===== src/rtl/nzmax_pkg.sv =====
package nzmax_pkg;
  // which neighbours of the causal window are inside the image
  typedef struct packed {
    logic above;      // (c,   r-1)
    logic left_up;    // (c-1, r-1)
    logic left;       // (c-1, r)
    logic left_down;  // (c-1, r+1)
  } nb_mask_t;
endpackage


===== src/rtl/nzmax_max2.sv =====
module nzmax_max2 #(
  parameter int W = 8
) (
  input  logic [W-1:0] a,
  input  logic [W-1:0] b,
  output logic [W-1:0] y
);
  always_comb y = (a > b) ? a : b;
endmodule


===== src/rtl/nzmax_tree.sv =====
module nzmax_tree #(
  parameter int W = 8
) (
  input  logic [W-1:0] centre,
  input  logic [W-1:0] nb_above,
  input  logic [W-1:0] nb_left_up,
  input  logic [W-1:0] nb_left,
  input  logic [W-1:0] nb_left_down,
  output logic [W-1:0] result
);
  logic [W-1:0] m_a, m_b, m_c, m_tree;

  // four two-input stages form the five-input maximum
  nzmax_max2 #(.W(W)) u_m0 (.a(nb_above),   .b(nb_left_up),   .y(m_a));
  nzmax_max2 #(.W(W)) u_m1 (.a(nb_left),    .b(nb_left_down), .y(m_b));
  nzmax_max2 #(.W(W)) u_m2 (.a(m_a),        .b(m_b),          .y(m_c));
  nzmax_max2 #(.W(W)) u_m3 (.a(m_c),        .b(centre),       .y(m_tree));

  // background stays background
  always_comb result = (centre == '0) ? '0 : m_tree;
endmodule


===== src/rtl/nzmax_linebuf.sv =====
module nzmax_linebuf #(
  parameter int W    = 8,
  parameter int ROWS = 16
) (
  input  logic         clk,
  input  logic         en,
  input  logic [W-1:0] din,
  output logic [W-1:0] tap_above,
  output logic [W-1:0] tap_left_up,
  output logic [W-1:0] tap_left,
  output logic [W-1:0] tap_left_down
);
  localparam int DEPTH = ROWS + 1;

  logic [W-1:0] stage_q [DEPTH];

  always_ff @(posedge clk) begin
    if (en) stage_q[0] <= din;
  end

  for (genvar k = 1; k < DEPTH; k++) begin : g_stage
    always_ff @(posedge clk) begin
      if (en) stage_q[k] <= stage_q[k-1];
    end
  end

  // stage k holds the result produced k+1 pixels ago
  assign tap_above     = stage_q[0];
  assign tap_left_down = stage_q[ROWS-2];
  assign tap_left      = stage_q[ROWS-1];
  assign tap_left_up   = stage_q[ROWS];
endmodule


===== src/rtl/nzmax_pos.sv =====
module nzmax_pos
  import nzmax_pkg::*;
#(
  parameter int ROWS = 16
) (
  input  logic     clk,
  input  logic     rst_n,
  input  logic     pass_start,
  input  logic     in_valid,
  output nb_mask_t mask
);
  localparam int ROW_W = (ROWS > 1) ? $clog2(ROWS) : 1;
  localparam logic [ROW_W-1:0] LAST_ROW = ROW_W'(ROWS - 1);

  logic [ROW_W-1:0] row_q, row_d;
  logic             first_col_q, first_col_d;
  logic             row_first, row_last;

  always_comb begin
    row_d       = row_q;
    first_col_d = first_col_q;
    if (pass_start) begin
      row_d       = '0;
      first_col_d = 1'b1;
    end else if (in_valid) begin
      if (row_q == LAST_ROW) begin
        row_d       = '0;
        first_col_d = 1'b0;
      end else begin
        row_d = row_q + 1'b1;
      end
    end
  end

  always_ff @(posedge clk or negedge rst_n) begin
    if (!rst_n) begin
      row_q       <= '0;
      first_col_q <= 1'b1;
    end else begin
      row_q       <= row_d;
      first_col_q <= first_col_d;
    end
  end

  always_comb begin
    row_first      = (row_q == '0);
    row_last       = (row_q == LAST_ROW);
    mask.above     = !row_first;
    mask.left_up   = !first_col_q && !row_first;
    mask.left      = !first_col_q;
    mask.left_down = !first_col_q && !row_last;
  end
endmodule


===== src/rtl/nzmax_labeller.sv =====
module nzmax_labeller
  import nzmax_pkg::*;
#(
  parameter int LABEL_W = 8,
  parameter int ROWS    = 16
) (
  input  logic               clk,
  input  logic               rst_n,
  input  logic               pass_start,
  input  logic               in_valid,
  input  logic [LABEL_W-1:0] in_label,
  output logic               out_valid,
  output logic [LABEL_W-1:0] out_label,
  output logic               changed
);
  logic               rst_meta_q, rst_sync_q;
  nb_mask_t           mask;
  logic [LABEL_W-1:0] raw_above, raw_lu, raw_l, raw_ld;
  logic [LABEL_W-1:0] nb_above, nb_lu, nb_l, nb_ld;
  logic [LABEL_W-1:0] result;
  logic               valid_q;
  logic [LABEL_W-1:0] label_q, label_d;
  logic               changed_q, changed_d;

  // asynchronous assertion, synchronous release
  always_ff @(posedge clk or negedge rst_n) begin
    if (!rst_n) begin
      rst_meta_q <= 1'b0;
      rst_sync_q <= 1'b0;
    end else begin
      rst_meta_q <= 1'b1;
      rst_sync_q <= rst_meta_q;
    end
  end

  nzmax_pos #(.ROWS(ROWS)) u_pos (
    .clk(clk), .rst_n(rst_sync_q), .pass_start(pass_start),
    .in_valid(in_valid), .mask(mask)
  );

  nzmax_linebuf #(.W(LABEL_W), .ROWS(ROWS)) u_lbuf (
    .clk(clk), .en(in_valid), .din(result),
    .tap_above(raw_above), .tap_left_up(raw_lu),
    .tap_left(raw_l), .tap_left_down(raw_ld)
  );

  always_comb begin
    nb_above = mask.above     ? raw_above : '0;
    nb_lu    = mask.left_up   ? raw_lu    : '0;
    nb_l     = mask.left      ? raw_l     : '0;
    nb_ld    = mask.left_down ? raw_ld    : '0;
  end

  nzmax_tree #(.W(LABEL_W)) u_tree (
    .centre(in_label), .nb_above(nb_above), .nb_left_up(nb_lu),
    .nb_left(nb_l), .nb_left_down(nb_ld), .result(result)
  );

  always_comb begin
    label_d   = in_valid ? result : label_q;
    changed_d = pass_start ? 1'b0
              : (changed_q || (in_valid && (result != in_label)));
  end

  always_ff @(posedge clk or negedge rst_sync_q) begin
    if (!rst_sync_q) begin
      valid_q   <= 1'b0;
      label_q   <= '0;
      changed_q <= 1'b0;
    end else begin
      valid_q   <= in_valid;
      label_q   <= label_d;
      changed_q <= changed_d;
    end
  end

  assign out_valid = valid_q;
  assign out_label = label_q;
  assign changed   = changed_q;
endmodule


===== config.mk =====
export PLATFORM = sky130hd
export DESIGN_NAME = nzmax_labeller
export DESIGN_NICKNAME = d
export VERILOG_FILES = /design/src/rtl/nzmax_pkg.sv /design/src/rtl/nzmax_max2.sv /design/src/rtl/nzmax_tree.sv /design/src/rtl/nzmax_linebuf.sv /design/src/rtl/nzmax_pos.sv /design/src/rtl/nzmax_labeller.sv
export SDC_FILE = /design/constraint.sdc
export NUM_CORES = 1
export LEC_CHECK = 0
export ABC_CLOCK_PERIOD_IN_PS = 800
export BUFFER_PORTS_ARGS = -buffer_cell sky130_fd_sc_hd__buf_4
export CORE_MARGIN = 2
export CORE_UTILIZATION = 40
export CTS_BUF_LIST = sky130_fd_sc_hd__clkbuf_16
export DETAILED_ROUTE_END_ITERATION = 6
export GPL_TIMING_DRIVEN = 1
export HOLD_SLACK_MARGIN = 0.06
export MAX_ROUTING_LAYER = met4
export SLEW_MARGIN = 20
export SYNTH_ARGS = -nofsm -noshare
export SYNTH_HDL_FRONTEND = slang
export SYNTH_SLANG_ARGS = --single-unit

===== constraint.sdc =====
create_clock -name clk -period 0.8 [get_ports clk]
set_input_delay 0.16 -clock clk [delete_from_list [all_inputs] [get_ports clk]]
set_output_delay 0.16 -clock clk [all_outputs]
set_load 0.02 [all_outputs]

==> metrics.txt, run 1 <==
# TYPE chip_impl_metric gauge
chip_impl_metric{name="groute.usage.overall",unit="%"} 16.7
chip_impl_metric{name="first_iter_violations",unit=""} 337
chip_impl_info{name="final_common_cell",value="sky130_fd_sc_hd__edfxtp_1"} 1
chip_impl_info{name="ys.flop_type",value="sky130_fd_sc_hd__edfxtp_1"} 1
chip_impl_metric{name="drt-vias-per-instance",unit=""} 4.88
chip_impl_metric{name="clock.fmax",unit="GHz"} 0.183
chip_impl_metric{name="antenna_cells",unit=""} 0
chip_impl_metric{name="cts.htree.levels",unit=""} 4
chip_impl_metric{name="insertion_delay",unit="ns"} 0.42
chip_impl_metric{name="floorplan.die.width",unit="µm"} 130
chip_impl_metric{name="crit_path_max_incr_delay",unit="ns"} 0.42
chip_impl_metric{name="endpoint_required_time_on_the_critical_path",unit="ns"} 1.11
chip_impl_info{name="status",value="finished, violations left"} 1
chip_impl_metric{name="setup_violations",unit=""} 39
chip_impl_info{name="cts_root_buffer",value="sky130_fd_sc_hd__clkbuf_16"} 1
chip_impl_metric{name="core_rows",unit=""} 45
chip_impl_metric{name="hold_viol",unit=""} 0
chip_impl_metric{name="clock-sinks",unit=""} 153
chip_impl_metric{name="fin_util",unit="%"} 58.6
chip_impl_metric{name="layout.cell_area.non_filler",unit="µm²"} 8980
chip_impl_metric{name="synth_warnings",unit=""} 0
chip_impl_metric{name="ant_nets",unit=""} 0
chip_impl_metric{name="total_number_of_nets_in_the_final_design",unit=""} 628
chip_impl_metric{name="syn-instance-count",unit=""} 402
chip_impl_info{name="critical-path-slowest-cell",value="sky130_fd_sc_hd__dfrtp_1"} 1
chip_impl_metric{name="grt_antenna_before_repair",unit=""} 0
chip_impl_info{name="worst_setup_path_end_kind",value="flop"} 1
chip_impl_metric{name="floorplan.die.height",unit="µm"} 130
chip_impl_info{name="route.top_layer_used",value="met4"} 1
chip_impl_metric{name="layout-area-overhead-vs-synth",unit="%"} 42.0
chip_impl_metric{name="core_region_area",unit="µm²"} 15300
chip_impl_metric{name="detailroute.wirelength.met3",unit="µm"} 549
chip_impl_metric{name="clock_tree.buffer_depth",unit=""} 2
chip_impl_info{name="layout.cells.most_common_list",value="sky130_fd_sc_hd__edfxtp_1 (136), sky130_fd_sc_hd__buf_4 (132), sky130_fd_sc_hd__inv_1 (30)"} 1
chip_impl_metric{name="p_leak",unit="nW"} 3.70
chip_impl_metric{name="post_synthesis_cell_type_count",unit=""} 42
chip_impl_info{name="min_path_type",value="primary input to flop"} 1
chip_impl_metric{name="first_pass_iters",unit=""} 5
chip_impl_info{name="ys_top_cells_by_area",value="sky130_fd_sc_hd__edfxtp_1 (65%), sky130_fd_sc_hd__ha_1 (6.7%), sky130_fd_sc_hd__dfrtp_1 (6.3%)"} 1
chip_impl_info{name="synth_top_area_cell",value="sky130_fd_sc_hd__edfxtp_1"} 1
chip_impl_metric{name="synth_top_area_share",unit="%"} 64.6
chip_impl_metric{name="mappedNetlistNets",unit=""} 448
chip_impl_metric{name="drc_errors",unit=""} 0
chip_impl_info{name="grt_setup_unrepaired",value="yes"} 1
chip_impl_metric{name="drive_gt1_share",unit="%"} 47.4
chip_impl_metric{name="post_drt_wl_per_cell",unit="µm"} 16.5
chip_impl_metric{name="ys_seq_elements",unit=""} 153
chip_impl_metric{name="grt_start_max_net_pins",unit=""} 29
chip_impl_metric{name="ir_drop",unit="µV"} 1590
chip_impl_metric{name="power-per-cell-area",unit="nW/µm²"} 2270
chip_impl_metric{name="dr_total_vias",unit=""} 3937
chip_impl_metric{name="period_share",unit="%"} 683
chip_impl_metric{name="first_global_vias",unit=""} 3939
chip_impl_metric{name="global_route.overflow_total",unit=""} 0
chip_impl_metric{name="fillerInstances",unit=""} 1239
chip_impl_info{name="startpoint_type",value="flop"} 1
chip_impl_metric{name="crit_path_max_fanout",unit=""} 5
chip_impl_metric{name="area_of_the_die",unit="µm²"} 16800
chip_impl_metric{name="max-cap-violations",unit=""} 0
chip_impl_metric{name="timing.final.max_slew_violations",unit=""} 0
chip_impl_info{name="timing.critical_path.mode_cell",value="sky130_fd_sc_hd__ha_4"} 1
chip_impl_metric{name="worst_path_arrival",unit="ns"} 5.78
chip_impl_metric{name="edff_count_synth",unit=""} 136
chip_impl_info{name="setup.worst_path.class",value="flop to flop"} 1
chip_impl_metric{name="syn_area",unit="µm²"} 6320
chip_impl_info{name="cts_tree",value="yes"} 1
chip_impl_metric{name="fin_skew",unit="ns"} 0.00627
chip_impl_metric{name="met2_length",unit="µm"} 6240
chip_impl_metric{name="wl_met1",unit="µm"} 6320
chip_impl_metric{name="place.port_buffers",unit=""} 21
chip_impl_metric{name="sequential_cell_area_fraction_in_the_yosys_report",unit="%"} 71.3
chip_impl_metric{name="post-dp-hpwl",unit="µm"} 8490
chip_impl_metric{name="placed_cell_area",unit="µm²"} 7680
chip_impl_metric{name="grt_pass1_wl",unit="µm"} 20400
chip_impl_metric{name="gp_routability_congestion",unit=""} 0.809
chip_impl_metric{name="post_synth.cell_area_avg",unit="µm²"} 15.7
chip_impl_metric{name="minimum_setup_slack_in_the_final_design",unit="ns"} -4.67
chip_impl_metric{name="io-pin-count",unit=""} 22
chip_impl_metric{name="clk_pin_slew",unit="ns"} 0.06
chip_impl_info{name="violations",value="negative setup slack"} 1
chip_impl_metric{name="routed_wirelength",unit="µm"} 13300
chip_impl_metric{name="floorplan.initialDensity",unit="%"} 41.3
chip_impl_metric{name="final.min_clock_period",unit="ns"} 5.47
chip_impl_metric{name="worst_slack_on_hold_paths",unit="ns"} 0.0893
chip_impl_metric{name="synth-async-reset-ratio",unit="%"} 11.1
chip_impl_metric{name="numCtsBuffers",unit=""} 17
chip_impl_metric{name="total_power",unit="mW"} 20.4
## metrics by stage
step,instances,setup slack (ns),TNS (ns)
global placement,737,-4.79,-104.05
floorplan,402,-4.42,-75.00
global route,806,-4.88,-87.51
finish,806,-4.67,-83.25
CTS,786,-4.44,-79.40
detailed placement,737,-4.78,-105.06
## final timing paths
| path | from | to | slack, ns | depth (start not counted) |
|---|---|---|---|---|
| min reg2reg | rst_sync_q$_DFF_PN0_ | out_label[6]$_DFFE_PN0P_ | 0.19 | 1 |
| max | u_pos.row_q[1]$_DFFE_PN0P_ | out_label[1]$_DFFE_PN0P_ | -4.67 | 26 |
| max in group asynchronous | rst_n | rst_sync_q$_DFF_PN0_ | 0.10 | 3 |
| min | in_valid | u_lbuf.stage_q[0][0]$_DFFE_PP_ | 0.09 | 2 |
| min in group asynchronous | rst_sync_q$_DFF_PN0_ | out_label[6]$_DFFE_PN0P_ | 0.19 | 1 |
| max reg2reg | u_pos.row_q[1]$_DFFE_PN0P_ | out_label[1]$_DFFE_PN0P_ | -4.67 | 26 |
## synth_stat cells (3+ instances only)
library cell and instances:
sky130_fd_sc_hd__nand4_1 10, sky130_fd_sc_hd__and2_1 7, sky130_fd_sc_hd__nand2_1 25, sky130_fd_sc_hd__o21a_1 3, sky130_fd_sc_hd__dfrtp_1 16, sky130_fd_sc_hd__mux2i_1 24, sky130_fd_sc_hd__nor2b_1 10, sky130_fd_sc_hd__ha_1 34
sky130_fd_sc_hd__a21o_1 5, sky130_fd_sc_hd__inv_1 34, sky130_fd_sc_hd__clkbuf_1 4, sky130_fd_sc_hd__nor2_1 18, sky130_fd_sc_hd__a31oi_1 3, sky130_fd_sc_hd__o21ai_0 4, sky130_fd_sc_hd__o31ai_1 3, sky130_fd_sc_hd__a21oi_2 3
sky130_fd_sc_hd__edfxtp_1 136, sky130_fd_sc_hd__mux2_2 13, sky130_fd_sc_hd__o21ai_1 3, sky130_fd_sc_hd__o22ai_1 6, sky130_fd_sc_hd__a21oi_1 15
## metal layers
metal  track usage (%)  up-vias
met5                 -        -
met4              5.76        0
met3              4.80       16
met2              24.3      103
met1              22.8     1942
li1                  -     1876
## what timing repair did
action / CTS / global route
hold buffers: 3 / 0
buffers inserted: 21 / 24
pin swaps: 26 / 27
endpoints found under the setup margin: 39 / 40
gates cloned: 1 / 0
endpoints found under the hold margin: 8 / 0
gates resized for setup: 52 / 38
## worst max-delay path, delay by kind of cell (launching register included)
family / cells / cell delay (ns)
simple gates: 5 / 0.74
mux: 4 / 1.04
fa+ha+maj: 4 / 0.84
compound gates: 10 / 1.96
flops: 1 / 0.42
buf+inv: 3 / 0.34
## cell families (layout without fill, tap and decap cells)
logic type | after synthesis | after routing | synth area share (%)
adders and majority gates | 34 | 34 | 6.73
DFF | 153 | 153 | 71.3
AOI/OAI and AO/OA | 61 | 62 | 7.08
xor gates and xnor gates | 1 | 1 | 0.139
and+or+nand+nor | 75 | 75 | 5.96
muxes | 38 | 38 | 6.33
buffers and inverters | 39 | 231 | 2.37
other | 1 | 1 | 0.0593
## power by group
part	internal [mW]	total, mW	switching (mW)	leakage (nW)
clock network	4.04	7.41	3.37	0.269
registers	9.28	9.50	0.219	1.54
logic	1.85	3.46	1.61	1.89
## flip-flops by register name (all words and copies together), names as in the netlist
name,flops
rst_sync_q,1
u_lbuf.stage_q,136
changed,1
u_pos.first_col_q,1
out_label,8
u_pos.row_q,4
out_valid,1
rst_meta_q,1
## cell type report
type / instances / area [µm²] / share of cell area [%]
clock buffer: 17 / 425 / 4.74
clock inverter: 15 / 119 / 1.32
inverter: 34 / 128 / 1.42
multi-input combinational: 211 / 2120 / 23.6
sequential: 153 / 4510 / 50.3
tap: 211 / 264 / 2.94
timing repair buffer: 165 / 1410 / 15.7
Power figures use the tool's default switching activity.
==> run 2: changes to the inputs <==
- CORE_UTILIZATION: 40 -> 25
- CTS_BUF_LIST: sky130_fd_sc_hd__clkbuf_16 -> unset
==> run 2 against run 1 <==
The flow still finishes with violations (negative setup slack). Non-clock buffer count up 11. Sequential power about the same. Largest cell class unchanged. Clock power up 3.9%. Design area up 2.9%. Register-to-register slack worse by 0.07 ns. Sequential share of layout area down 1.4 points.
==> metrics.txt, run 2 (same netlist as run 1, synthesis figures left out) <==
# TYPE chip_impl_metric gauge
chip_impl_info{name="status",value="finished, violations left"} 1
chip_impl_info{name="violations",value="negative setup slack"} 1
chip_impl_metric{name="hold_viol",unit=""} 0
chip_impl_metric{name="clock.fmax",unit="GHz"} 0.181
chip_impl_metric{name="worst_slack_on_hold_paths",unit="ns"} 0.120
chip_impl_metric{name="antenna_cells",unit=""} 0
chip_impl_metric{name="first_pass_iters",unit=""} 4
chip_impl_metric{name="met3_usage",unit="%"} 2.95
chip_impl_metric{name="p_leak",unit="nW"} 3.71
chip_impl_metric{name="floorplan.die.width",unit="µm"} 163
chip_impl_metric{name="drive_gt1_share",unit="%"} 49.9
chip_impl_metric{name="global_route.overflow_total",unit=""} 0
chip_impl_metric{name="routed_wirelength",unit="µm"} 14500
chip_impl_metric{name="post_drt_wl_per_cell",unit="µm"} 15.5
chip_impl_metric{name="crit_path_max_fanout",unit=""} 8
chip_impl_metric{name="total_number_of_nets_in_the_final_design",unit=""} 638
chip_impl_metric{name="grt_antenna_before_repair",unit=""} 0
chip_impl_info{name="cts_tree",value="yes"} 1
chip_impl_info{name="regMostFlops",value="u_lbuf.stage_q"} 1
chip_impl_metric{name="total_switching_power",unit="mW"} 5.40
chip_impl_info{name="grt_most_used_layer",value="met2"} 1
chip_impl_metric{name="layout-area-overhead-vs-synth",unit="%"} 46.0
chip_impl_metric{name="minimum_setup_slack_in_the_final_design",unit="ns"} -4.73
chip_impl_metric{name="m2_gr_usage",unit="%"} 17.1
chip_impl_metric{name="drc_errors",unit=""} 0
chip_impl_metric{name="floorplan.die.height",unit="µm"} 163
chip_impl_metric{name="internal_power",unit="mW"} 15.3
chip_impl_metric{name="met1_usage",unit="%"} 14.7
chip_impl_metric{name="setup_violations",unit=""} 37
chip_impl_metric{name="ant_nets",unit=""} 0
chip_impl_info{name="setup.worst_path.class",value="flop to flop"} 1
chip_impl_metric{name="placed_cell_area",unit="µm²"} 7880
chip_impl_metric{name="core_rows",unit=""} 58
chip_impl_metric{name="fillerInstances",unit=""} 2367
chip_impl_metric{name="crit_path_max_incr_delay",unit="ns"} 0.41
chip_impl_metric{name="numCtsBuffers",unit=""} 17
chip_impl_info{name="layout.cells.most_common_list",value="sky130_fd_sc_hd__buf_4 (142), sky130_fd_sc_hd__edfxtp_1 (136), sky130_fd_sc_hd__inv_1 (30)"} 1
chip_impl_info{name="final_common_cell",value="sky130_fd_sc_hd__buf_4"} 1
chip_impl_info{name="critical-path-slowest-cell",value="sky130_fd_sc_hd__dfrtp_1"} 1
chip_impl_metric{name="area_of_the_die",unit="µm²"} 26600
chip_impl_metric{name="fin_skew",unit="ns"} 0.0139
chip_impl_info{name="cts_root_buffer",value="sky130_fd_sc_hd__clkbuf_16"} 1
chip_impl_info{name="timing.critical_path.mode_cell",value="sky130_fd_sc_hd__buf_4"} 1
chip_impl_info{name="min_path_type",value="primary input to flop"} 1
chip_impl_metric{name="dr_total_vias",unit=""} 4017
chip_impl_metric{name="period_share",unit="%"} 692
chip_impl_metric{name="clock-sinks",unit=""} 153
chip_impl_metric{name="first_iter_violations",unit=""} 277
chip_impl_metric{name="cts.htree.levels",unit=""} 4
chip_impl_metric{name="p_sw_share",unit="%"} 26.1
chip_impl_metric{name="floorplan.initialDensity",unit="%"} 25.3
chip_impl_metric{name="place.port_buffers",unit=""} 21
chip_impl_metric{name="core_region_area",unit="µm²"} 25000
chip_impl_metric{name="power-per-cell-area",unit="nW/µm²"} 2240
chip_impl_metric{name="gp_routability_congestion",unit=""} 0.847
chip_impl_metric{name="drt-vias-per-instance",unit=""} 4.30
chip_impl_metric{name="clock_tree.buffer_depth",unit=""} 2
chip_impl_metric{name="pwr-share-comb",unit="%"} 16.8
chip_impl_metric{name="final.min_clock_period",unit="ns"} 5.53
chip_impl_metric{name="first_global_vias",unit=""} 3985
chip_impl_metric{name="timing.final.max_slew_violations",unit=""} 0
chip_impl_metric{name="grt_pass1_wl",unit="µm"} 21700
chip_impl_metric{name="grt_start_max_net_pins",unit=""} 32
chip_impl_metric{name="clock_power_share",unit="%"} 37.3
chip_impl_metric{name="ir_drop",unit="µV"} 1880
chip_impl_metric{name="insertion_delay",unit="ns"} 0.42
chip_impl_metric{name="post-dp-hpwl",unit="µm"} 9750
chip_impl_metric{name="largest_reg_flops",unit=""} 136
chip_impl_info{name="worst_setup_path_end_kind",value="flop"} 1
chip_impl_metric{name="layout.cell_area.non_filler",unit="µm²"} 9240
chip_impl_metric{name="io-pin-count",unit=""} 22
chip_impl_metric{name="groute.usage.overall",unit="%"} 11.2
chip_impl_metric{name="sequential_power_share",unit="%"} 46.0
chip_impl_metric{name="worst_path_arrival",unit="ns"} 5.71
chip_impl_info{name="grt_setup_unrepaired",value="yes"} 1
chip_impl_metric{name="endpoint_required_time_on_the_critical_path",unit="ns"} 0.97
chip_impl_metric{name="clk_pin_slew",unit="ns"} 0.07
chip_impl_info{name="startpoint_type",value="flop"} 1
chip_impl_metric{name="max-cap-violations",unit=""} 0
run 2: cell types whose count changed in the layout (fill, tap and decap cells not counted), moves of 5 or more:
cell	delta
sky130_fd_sc_hd__buf_4	+10
sky130_fd_sc_hd__mux2i_1	-7
sky130_fd_sc_hd__mux2i_2	+5
sky130_fd_sc_hd__nand2_1	-6
sky130_fd_sc_hd__nand2_2	+6
run 2: critical path: cells and delay by family (launching register included):
kind                       cells  cell delay, ns
buffers and inverters          8            1.04
adders and majority gates      4            1.02
muxes                          3            0.58
DFF                            1            0.41
AOI/OAI and AO/OA             10            1.72
and+or+nand+nor                4            0.50
run 2: power by group through the flow:
stage	combinational (mW)	sequential (mW)	clock, mW
after CTS	3.07	9.49	7.85
after global placement	2.60	9.64	0
final	3.47	9.49	7.70
after global routing	3.70	9.54	8.27
after detailed placement	2.64	9.64	0
after floorplan	1.36	9.66	0
run 2: repair_timing:
item | in CTS | in global routing
setup endpoints to repair | 39 | 41
hold endpoints to repair | 9 | 1
pin swaps | 27 | 25
buffers inserted | 20 | 26
resized for setup | 50 | 48
hold buffers | 4 | 1
gates cloned | 0 | 0
run 2: final cells by class:
cell class | count | area (µm²) | share of cell area (%)
clock buffer | 17 | 425 | 4.61
clock inverter | 15 | 154 | 1.67
inverter | 34 | 128 | 1.38
multi-input combinational | 210 | 2130 | 23.0
sequential | 153 | 4510 | 48.9
tap | 330 | 413 | 4.47
timing repair buffer | 176 | 1480 | 16.0
run 2: final timing paths:
path                                             from                               to  slack (ns)  depth (start not counted)
max in group asynchronous                       rst_n             rst_sync_q$_DFF_PN0_        0.07                          3
min in group asynchronous        rst_sync_q$_DFF_PN0_         out_label[1]$_DFFE_PN0P_        0.21                          1
setup reg to reg           u_pos.row_q[1]$_DFFE_PN0P_   u_lbuf.stage_q[0][4]$_DFFE_PP_       -4.73                         29
setup / recovery           u_pos.row_q[1]$_DFFE_PN0P_   u_lbuf.stage_q[0][4]$_DFFE_PP_       -4.73                         29
hold / removal                               in_valid  u_lbuf.stage_q[2][29]$_DFFE_PP_        0.12                          2
hold reg to reg                  rst_sync_q$_DFF_PN0_         out_label[1]$_DFFE_PN0P_        0.21                          1
run 2: through the flow:
stage / setup TNS, ns / std cells / total power [mW] / worst slack (ns) / util [%]
2_1_floorplan: -75.00 / 402 / 11.0 / -4.42 / -
3_3_place_gp: -102.58 / 863 / 12.2 / -4.97 / 31.5
3_5_place_dp: -104.85 / 863 / 12.3 / -5.08 / 31.5
4_1_cts: -82.19 / 913 / 20.4 / -4.63 / 35.2
5_1_grt: -88.38 / 935 / 21.5 / -4.94 / 36.9
6_report: -83.94 / 935 / 20.7 / -4.73 / 36.9
run 2: metal layers:
metal | share of wire (%) | wire [µm] | up-vias
met1 | 47 | 6770 | 2033
met5 | 0 | 0 | -
li1 | - | - | 1898
met3 | 3.5 | 502 | 14
met4 | 1.3 | 182 | 0
met2 | 49 | 7060 | 72
